$ cat src/rtl/bp_pkg.sv
package bp_pkg;
  parameter int unsigned BP_ADDR_W  = 32;
  parameter int unsigned BP_ENTRIES = 8;
  parameter int unsigned BP_STEP    = 4;

  typedef struct packed {
    logic en;
    logic lg;
    logic brk;
  } bp_flags_t;
endpackage

$ cat src/rtl/bp_match.sv
// Parallel address compare over a set of slots, lowest index reported.
module bp_match #(
  parameter int unsigned AW = 32,
  parameter int unsigned N  = 8,
  parameter int unsigned IW = 3
) (
  input  logic [AW-1:0]         key,
  input  logic [N-1:0]          vld,
  input  logic [N-1:0][AW-1:0]  addrs,
  output logic                  hit,
  output logic [IW-1:0]         idx
);
  logic [N-1:0] eq;

  for (genvar g = 0; g < N; g++) begin : g_cmp
    assign eq[g] = vld[g] && (addrs[g] == key);
  end

  always_comb begin
    hit = |eq;
    idx = '0;
    for (int i = N - 1; i >= 0; i--) begin
      if (eq[i]) idx = IW'(i);
    end
  end
endmodule

$ cat src/rtl/bp_table.sv
// Regular breakpoint storage: unique addresses, in-place update, clear by address.
module bp_table
  import bp_pkg::*;
#(
  parameter int unsigned AW = 32,
  parameter int unsigned N  = 8,
  parameter int unsigned IW = 3
) (
  input  logic                  clk,
  input  logic                  rst_n,
  input  logic                  wr_valid,
  output logic                  wr_ready,
  input  logic [AW-1:0]         wr_addr,
  input  bp_flags_t             wr_flags,
  input  logic                  clr_valid,
  input  logic [AW-1:0]         clr_addr,
  output logic [N-1:0]          ent_vld,
  output logic [N-1:0][AW-1:0]  ent_addr,
  output bp_flags_t [N-1:0]     ent_flags
);
  logic [N-1:0]          vld_q;
  logic [N-1:0][AW-1:0]  addr_q;
  bp_flags_t [N-1:0]     flags_q;

  logic          wr_hit, clr_hit, free_any, wr_go;
  logic [IW-1:0] wr_idx, clr_idx, free_idx, wr_slot;

  bp_match #(.AW(AW), .N(N), .IW(IW)) u_wmatch (
    .key(wr_addr), .vld(vld_q), .addrs(addr_q), .hit(wr_hit), .idx(wr_idx)
  );

  bp_match #(.AW(AW), .N(N), .IW(IW)) u_cmatch (
    .key(clr_addr), .vld(vld_q), .addrs(addr_q), .hit(clr_hit), .idx(clr_idx)
  );

  always_comb begin
    free_any = 1'b0;
    free_idx = '0;
    for (int i = N - 1; i >= 0; i--) begin
      if (!vld_q[i]) begin
        free_any = 1'b1;
        free_idx = IW'(i);
      end
    end
  end

  assign wr_ready = wr_hit | free_any;
  assign wr_go    = wr_valid & wr_ready;
  assign wr_slot  = wr_hit ? wr_idx : free_idx;

  for (genvar g = 0; g < N; g++) begin : g_slot
    always_ff @(posedge clk) begin
      if (!rst_n) begin
        vld_q[g]   <= 1'b0;
        addr_q[g]  <= '0;
        flags_q[g] <= '0;
      end else if (wr_go && (wr_slot == IW'(g))) begin
        vld_q[g]   <= 1'b1;
        addr_q[g]  <= wr_addr;
        flags_q[g] <= wr_flags;
      end else if (clr_valid && clr_hit && (clr_idx == IW'(g))) begin
        vld_q[g]   <= 1'b0;
      end
    end
  end

  assign ent_vld   = vld_q;
  assign ent_addr  = addr_q;
  assign ent_flags = flags_q;
endmodule

$ cat src/rtl/bp_tmp.sv
// Single one-shot temporary breakpoint, disarmed on entry to the halted state.
module bp_tmp
  import bp_pkg::*;
#(
  parameter int unsigned AW   = 32,
  parameter int unsigned STEP = BP_STEP
) (
  input  logic          clk,
  input  logic          rst_n,
  input  logic          arm,
  input  logic [AW-1:0] base,
  input  logic          plus4,
  input  logic          halted,
  output logic          armed,
  output logic [AW-1:0] addr
);
  localparam logic [AW-1:0] STEP_V = AW'(STEP);

  logic          halted_q, armed_q, enter;
  logic [AW-1:0] addr_q, addr_n;

  assign enter  = halted & ~halted_q;
  assign addr_n = base + (plus4 ? STEP_V : '0);

  always_ff @(posedge clk) begin
    if (!rst_n) begin
      halted_q <= 1'b0;
      armed_q  <= 1'b0;
      addr_q   <= '0;
    end else begin
      halted_q <= halted;
      if (arm) begin
        armed_q <= 1'b1;
        addr_q  <= addr_n;
      end else if (enter) begin
        armed_q <= 1'b0;
      end
    end
  end

  assign armed = armed_q;
  assign addr  = addr_q;
endmodule

$ cat src/rtl/bp_unit.sv
module bp_unit
  import bp_pkg::*;
#(
  parameter int unsigned AW = BP_ADDR_W,
  parameter int unsigned N  = BP_ENTRIES,
  localparam int unsigned IW = (N > 1) ? $clog2(N) : 1
) (
  input  logic          clk,
  input  logic          rst_n,
  input  logic          fetch_valid,
  input  logic [AW-1:0] fetch_pc,
  input  logic [N-1:0]  cond_true,
  input  logic          halted,
  input  logic          bp_wr_valid,
  output logic          bp_wr_ready,
  input  logic [AW-1:0] bp_wr_addr,
  input  logic          bp_wr_en,
  input  logic          bp_wr_log,
  input  logic          bp_wr_brk,
  input  logic          clr_valid,
  input  logic [AW-1:0] clr_addr,
  input  logic          tmp_arm,
  input  logic [AW-1:0] tmp_base,
  input  logic          tmp_plus4,
  output logic          halt_req,
  output logic          log_stb,
  output logic [AW-1:0] log_addr,
  output logic [IW-1:0] log_idx,
  output logic          tmp_armed
);
  logic [N-1:0]          ent_vld;
  logic [N-1:0][AW-1:0]  ent_addr;
  bp_flags_t [N-1:0]     ent_flags;
  bp_flags_t             wr_flags;
  logic [AW-1:0]         tmp_addr;
  logic [N-1:0]          live;
  logic                  reg_hit, eval, tmp_hit, halt_d, log_d;
  logic [IW-1:0]         reg_idx;
  bp_flags_t             sel_flags;

  assign wr_flags = '{en: bp_wr_en, lg: bp_wr_log, brk: bp_wr_brk};

  bp_table #(.AW(AW), .N(N), .IW(IW)) u_tab (
    .clk(clk), .rst_n(rst_n),
    .wr_valid(bp_wr_valid), .wr_ready(bp_wr_ready), .wr_addr(bp_wr_addr), .wr_flags(wr_flags),
    .clr_valid(clr_valid), .clr_addr(clr_addr),
    .ent_vld(ent_vld), .ent_addr(ent_addr), .ent_flags(ent_flags)
  );

  bp_tmp #(.AW(AW)) u_tmp (
    .clk(clk), .rst_n(rst_n), .arm(tmp_arm), .base(tmp_base), .plus4(tmp_plus4),
    .halted(halted), .armed(tmp_armed), .addr(tmp_addr)
  );

  for (genvar g = 0; g < N; g++) begin : g_live
    assign live[g] = ent_vld[g] & ent_flags[g].en & cond_true[g];
  end

  bp_match #(.AW(AW), .N(N), .IW(IW)) u_look (
    .key(fetch_pc), .vld(live), .addrs(ent_addr), .hit(reg_hit), .idx(reg_idx)
  );

  always_comb begin
    sel_flags = ent_flags[reg_idx];
    eval      = fetch_valid & ~halted;
    tmp_hit   = eval & tmp_armed & (fetch_pc == tmp_addr);
    halt_d    = tmp_hit | (eval & reg_hit & sel_flags.brk);
    log_d     = eval & ~tmp_hit & reg_hit & sel_flags.lg;
  end

  always_ff @(posedge clk) begin
    if (!rst_n) begin
      halt_req <= 1'b0;
      log_stb  <= 1'b0;
      log_addr <= '0;
      log_idx  <= '0;
    end else begin
      halt_req <= halt_d;
      log_stb  <= log_d;
      if (log_d) begin
        log_addr <= fetch_pc;
        log_idx  <= reg_idx;
      end
    end
  end
endmodule

$ cat config.mk
export PLATFORM = sky130hd
export DESIGN_NAME = bp_unit
export DESIGN_NICKNAME = d
export VERILOG_FILES = /design/src/rtl/bp_pkg.sv /design/src/rtl/bp_match.sv /design/src/rtl/bp_table.sv /design/src/rtl/bp_tmp.sv /design/src/rtl/bp_unit.sv
export SDC_FILE = /design/constraint.sdc
export NUM_CORES = 1
export LEC_CHECK = 0
export BUFFER_PORTS_ARGS = -buffer_cell sky130_fd_sc_hd__buf_4
export CORE_MARGIN = 5
export CORE_UTILIZATION = 55
export DETAILED_ROUTE_END_ITERATION = 16
export GPL_TIMING_DRIVEN = 0
export PLACE_DENSITY_LB_ADDON = 0.3
export RECOVER_POWER = 100
export SYNTH_ARGS = -nofsm -noshare
export SYNTH_HDL_FRONTEND = slang
export SYNTH_HIERARCHICAL = 1
export SYNTH_SLANG_ARGS = --single-unit
export TNS_END_PERCENT = 1
$ cat constraint.sdc
create_clock -name clk -period 4 [get_ports clk]
set_input_delay 0.4 -clock clk [delete_from_list [all_inputs] [get_ports clk]]
set_output_delay 0.4 -clock clk [all_outputs]
set_load 0.1 [all_outputs]
# Yosys cells after proc, flatten, opt, wreduce, memory -nomap -nowiden
# Index checks and enable logic that the tools add are counted.
# word_totals
register_bits	359
latchBits	0
ramBits	0
rom_bits	0
inputBits	147
output_inout_bits	39
elab_cells	236
mem_count	0
# op_classes
add_sub_neg	1
mul	0
div_mod_pow	0
magnitude_cmp	1
n_eq_ne	39
shifts	0
mux	62
bitwise	31
reduce_logical	55
# ops
cell	count
$eq A32 B32 Y1	25
$mux W3	34
$logic_and A1 B1 Y1	41
$add A32 B32 Y32	1
$and A1 B1 Y1	26
$mux W1	26
$eq A3 B3 Y1 const B	8
$reduce_or A8 Y1	3
$reduce_bool A2 Y1	9
$eq A3 B2 Y1 const B	4
$bmux W3 S3	1
$eq A3 B1 Y1 const B	2
$logic_not A3 Y1	2
$lt A3 B4 Y1 const B	1
$not A1 Y1	3
$mux W2	1
$or A1 B1 Y1	2

# Depth between registers and ports, before layout
# depth
word_depth	15
ltp_mapped	17
ltp_nobuf	13

# Hierarchy
# The synthesis kept the hierarchy.
# modules_own_cells
mod	n_inst	cells_each	area_per_inst_um2	seq_area_each_um2
bp_table	1	1014	10595.2	5765.5
bp_match	3	394	3178.0	0.0
bp_unit	1	233	2114.5	740.7
bp_tmp	1	225	1839.3	680.7

# Least setup slack after synthesis
# Ideal clock, no wire load.
# synth_timing
kind	input port to flip-flop
startpoint	input port bp_wr_addr[10]
endpoint	register u_tab.addr_q (netlist bit u_tab/ent_addr[194])
setup_time_ns	0.073
t_arrival_ns	3.229
required_ns	3.927
setup_slack_ns	0.699
stages	15
n_path_buf	3
cell_sequence	buf_6 > xnor2_1 > nand4_1 > nor4_1 > nand4_1 > or4_4 > o41ai_2 > or3_1 > mux2i_2 > and2_1 > o22ai_1 > nor3b_2 > buf_4 > buf_6 > mux2i_1
# synth_between
elab_cells_between_ends	30
classes_between	eq/ne (9); mux (9); bitwise (2); reduce/logical (10)
# synth_lines
element	line_no	source
start, declared	bp_unit.sv:16	input logic [AW-1:0] bp_wr_addr,
$eq A32 B32 Y1	bp_match.sv:16	assign eq[g] = vld[g] && (addrs[g] == key);
$logic_and A1 B1 Y1	bp_match.sv:16	
$reduce_or A8 Y1 (*)	bp_match.sv:20	hit = |eq;
named net u_tab.wr_hit	bp_table.sv:25	logic wr_hit, clr_hit, free_any, wr_go;
$mux W3 / $or A1 B1 Y1 (equally long branches)	bp_table.sv:49, bp_table.sv:47	
$eq A3 B3 Y1 / $and A1 B1 Y1 (equally long branches)	bp_table.sv:57, bp_table.sv:48	
$logic_and A1 B1 Y1 (*)	bp_table.sv:57	end else if (wr_go && (wr_slot == IW'(g))) begin
end signal, assigned by index	bp_table.sv:59	addr_q[g] <= wr_addr;
end, declared	bp_table.sv:22	logic [N-1:0][AW-1:0] addr_q;
# The timed path passes the listed nets; every way through them passes the cells marked *.
# A chain may end at the register's enable or synchronous reset.

# Worst setup path in the final report
# layout_timing
startpoint	register u_tab.addr_q (netlist bit u_tab/ent_addr[121])
endpoint	register u_tab.addr_q (netlist bit u_tab/ent_addr[94])
# layout_between
elab_cells_between_ends	12
classes_between	eq/ne (2); mux (5); bitwise (2); reduce/logical (3)
# layout_lines
element	line_no
$eq A32 B32 Y1 (*)	bp_match.sv:16
$logic_and A1 B1 Y1 (*)	bp_match.sv:16
$reduce_or A8 Y1 (*)	bp_match.sv:20
named net u_tab.wr_hit	bp_table.sv:25
$mux W3 / $or A1 B1 Y1 (equally long branches)	bp_table.sv:49, bp_table.sv:47
$eq A3 B2 Y1 / $and A1 B1 Y1 (equally long branches)	bp_table.sv:57, bp_table.sv:48
$logic_and A1 B1 Y1 (*)	bp_table.sv:57
# Marked as above.

==> out/metrics.yaml <==
floorplanning:
  die_h_um: 219
  core-area_um2: 43200
  dieWidth_um: 219
  start_util: 0.558
  dieArea_um2: 48100
  ios: 186
  fp-row-count: 76
run_status:
  violations: "capacitance limit, slew limit, setup timing"
  status: "finished, violations left"
setup_path:
  required_ns: 4.50
  cp_cell_sequence: "xnor2_1, nand4_1, nor4_2, nand4_1, or4_4, nand2_4, or3_4, mux2i_4, and2_4, o22ai_2, nor3_1, buf_4, buf_6, mux2i_1"
  critical_path.most_common_cell: "nand4_1"
  max_stage_delay_ns: 0.67
  crit_type: "reg2reg"
  cp.depth: 14
  crit_family: "simple AND/OR/NAND/NOR gates"
  cp-start-kind: "flip-flop"
  slowest_stage: "or4_4"
  crit_buf_inv: 2
  endpoint_kind: "flip-flop"
  worstPathArrival_ns: 4.64
  endpoint: "u_tab/ent_addr[94]"
  reg2reg_setup_slack_ns: -0.14
  r2r_start: "u_tab/ent_addr[121]"
  crit_fanout: 10
  r2r_cells: 14
  startpoint: "u_tab/ent_addr[121]"
  r2r-end: "u_tab/ent_addr[94]"
route:
  vias_per_cell: 6.70
  firstDrtPassIters: 7
  num_vias: 23430
  routed_wl_um: 126000
  detail-route-antenna-nets: 0
  drc: 0
  drt_iter0_markers: 3900
  avgRoutedWirePerCell_um: 36.1
cells_and_area:
  final_cell_area_um2: 28000
  fin_nets: 3024
  area_growth_syn_to_layout_pct: 16.4
  drive_gt1_frac: 0.162
power_and_ir_drop:
  p_sw_frac: 0.308
  ir_drop_mv: 0.384
  power_frac_clock: 0.440
  p_leak_nw: 10.8
  sequentialPowerShare: 0.382
  p_sw_mw: 3.02
  p_per_area_nw_per_um2: 350
  p_total_mw: 9.82
  pwr-share-comb: 0.178
  internal_power_mw: 6.80
min_path:
  hold_path.class: "in2reg"
placement:
  dp_hpwl_um: 88200
  io_buffer_count: 152
  detailed_place.area_um2: 26000
  place.gp.congestion: 1.12
clock_tree:
  cts_sinks: 359
  cts_hold_buf: 0
  cts-root-buf: "clkbuf_16"
  clk_latency_ns: 0.60
  cts.path.max_buffers: 3
  clkTransAtPathRegs_ns: 0.06
  htree_levels: 2
  cts_tree: "built"
  cts-buffers-inserted: 43
yosys:
  synth_top_cell_area_share: 0.298
  yosys.area.top_type: "dfxtp_1"
  syn-num-nets: 2804
  syn-cell-area_um2: 24100
  ys_types: 67
  async_flop_share: 0
  ys_seq_area_frac: 0.298
  synth-seq-cells: 359
  synth.avg_cell_area_um2: 9.07
  synth_most_common_cell: "xnor2_1"
  synth_common_cells: "535 x xnor2_1, 386 x nand2_1, 359 x dfxtp_1"
  ys_top_cells_by_area: "dfxtp_1 30%, xnor2_1 19%, mux2i_1 12%, xor2_1 9.9%, nand2_1 6.0%"
  yosys_warnings: 6
  synthFlopType: "dfxtp_1"
  synth_cells: 2654
  synth_enable_flop_cells: 0
global_route:
  gr-total-overflow: 0
  antenna_found_initial: 5
  grt_pass1_wl_um: 169000
  grt_max_degree: 14
  grt_pass1_vias: 22096
  grt_usage: 0.504
sta:
  holdWs_ns: 0.0954
  rsz0062_at_grt: "yes"
  hold_violations: 0
  fin_crit_ns: 4.14
  slew_violations: 22
  slew_headroom: -0.0540
  setup_tns_ns: -11.30
  fin_crit_sh: 1.04
  skew_ns: 0.0279
  fin_ws_ns: -0.142
  max_freq_ghz: 0.241
  setup_viol: 169
  worst_pin_slew_ns: 1.58
run:
  maxCapViolations: 3
## layout by cell type, fill, tap and decap left out, types with 15 or more instances in the layout
cell type,instances
a31oi_1,15
and3_1,22
buf_2,35
buf_4,154
buf_6,65
clkbuf_1,97
clkbuf_16,46
dfxtp_1,332
dfxtp_2,22
inv_1,46
mux2i_1,284
nand2_1,382
nand3_1,45
nand4_1,144
nor2_1,19
nor3_1,19
nor4_1,80
o21ai_0,30
o32ai_1,15
o32ai_2,20
or4_1,16
xnor2_1,531
xor2_1,271
## area by class of cell
class	count	area [um2]
multi-input combinational	2055	15700
fill	3600	15100
sequential	359	7230
buffer	193	1540
clock buffer	57	1240
timing repair buffer	176	1190
tap	585	732
clock inverter	22	267
inverter	46	173
antenna	3	7.51
## through the flow
step            util  setup WS [ns]  instances
6_report       0.649         -0.142       3496
5_1_grt        0.649         -0.120       3493
4_1_cts        0.641        -0.0240       3476
3_5_place_dp   0.602          -1.06       3394
3_3_place_gp   0.601          -1.50       3391
2_1_floorplan      -          0.699       2654
## flip-flops by register name, summed over array words and instances (netlist names), 3 cells and up
name / count
u_tab/ent_addr: 256
u_tmp/addr: 32
u_tab/ent_flags: 24
u_tab/ent_vld: 8
log_idx: 3
log_addr: 32
## power groups by stage
stage	clock network, mW	registers, mW	logic, mW
2_1_floorplan	0	3.80	0.920
3_3_place_gp	0	3.82	1.58
3_5_place_dp	0	3.82	1.60
4_1_cts	4.28	3.75	1.62
5_1_grt	4.43	3.75	1.73
6_report	4.32	3.75	1.75
## worst reg2reg max path: cells and delay by family, from the launching register on
family	cells	cell delay, ns
multiplexers	2	0.51
AND/OR/NAND/NOR	8	2.39
AO/OA/AOI/OAI	1	0.10
buffers and inverters	2	0.49
flip-flops	1	0.36
XOR/XNOR	1	0.20
## cell families (layout without fill, tap and decap cells)
group,after synthesis,count (layout),share of synthesized area
AO/OA/AOI/OAI,146,146,0.0469
XOR/XNOR,810,810,0.296
adder cells (fa/ha/maj),3,3,0.00156
buffers and inverters,240,494,0.0664
flip-flops,359,359,0.298
multiplexers,290,290,0.123
other,0,3,0
AND/OR/NAND/NOR,806,806,0.168
## repair_timing
action | CTS | global route
gates resized for setup | 29 | 97
buffers inserted | 3 | 16
pin swaps | 7 | 16
gates cloned | 0 | 2
endpoints found under the setup margin | 326 | 287
## worst min-delay path by stage
stage / slack [ns] / depth (start not counted) / startpoint / endpoint
after CTS: 0.07 / 3 / halted / u_tmp/halted_q
after detailed placement: 0.45 / 2 / u_tab/ent_flags[7] / u_tab/ent_flags[7]
after floorplan: 0.43 / 2 / u_tab/ent_flags[11] / u_tab/ent_flags[11]
final: 0.1 / 3 / halted / u_tmp/halted_q
after global placement: 0.44 / 2 / u_tab/ent_flags[2] / u_tab/ent_flags[2]
after global routing: 0.1 / 3 / halted / u_tmp/halted_q
## metal layers
metal	vias up	wire length (um)	GRT usage
met4	4	13600	0.393
met5	-	158	0
li1	9499	-	-
met3	696	20800	0.236
met1	11083	44200	0.608
met2	2148	47500	0.683
No activity file was read; power rests on OpenSTA's default activity.
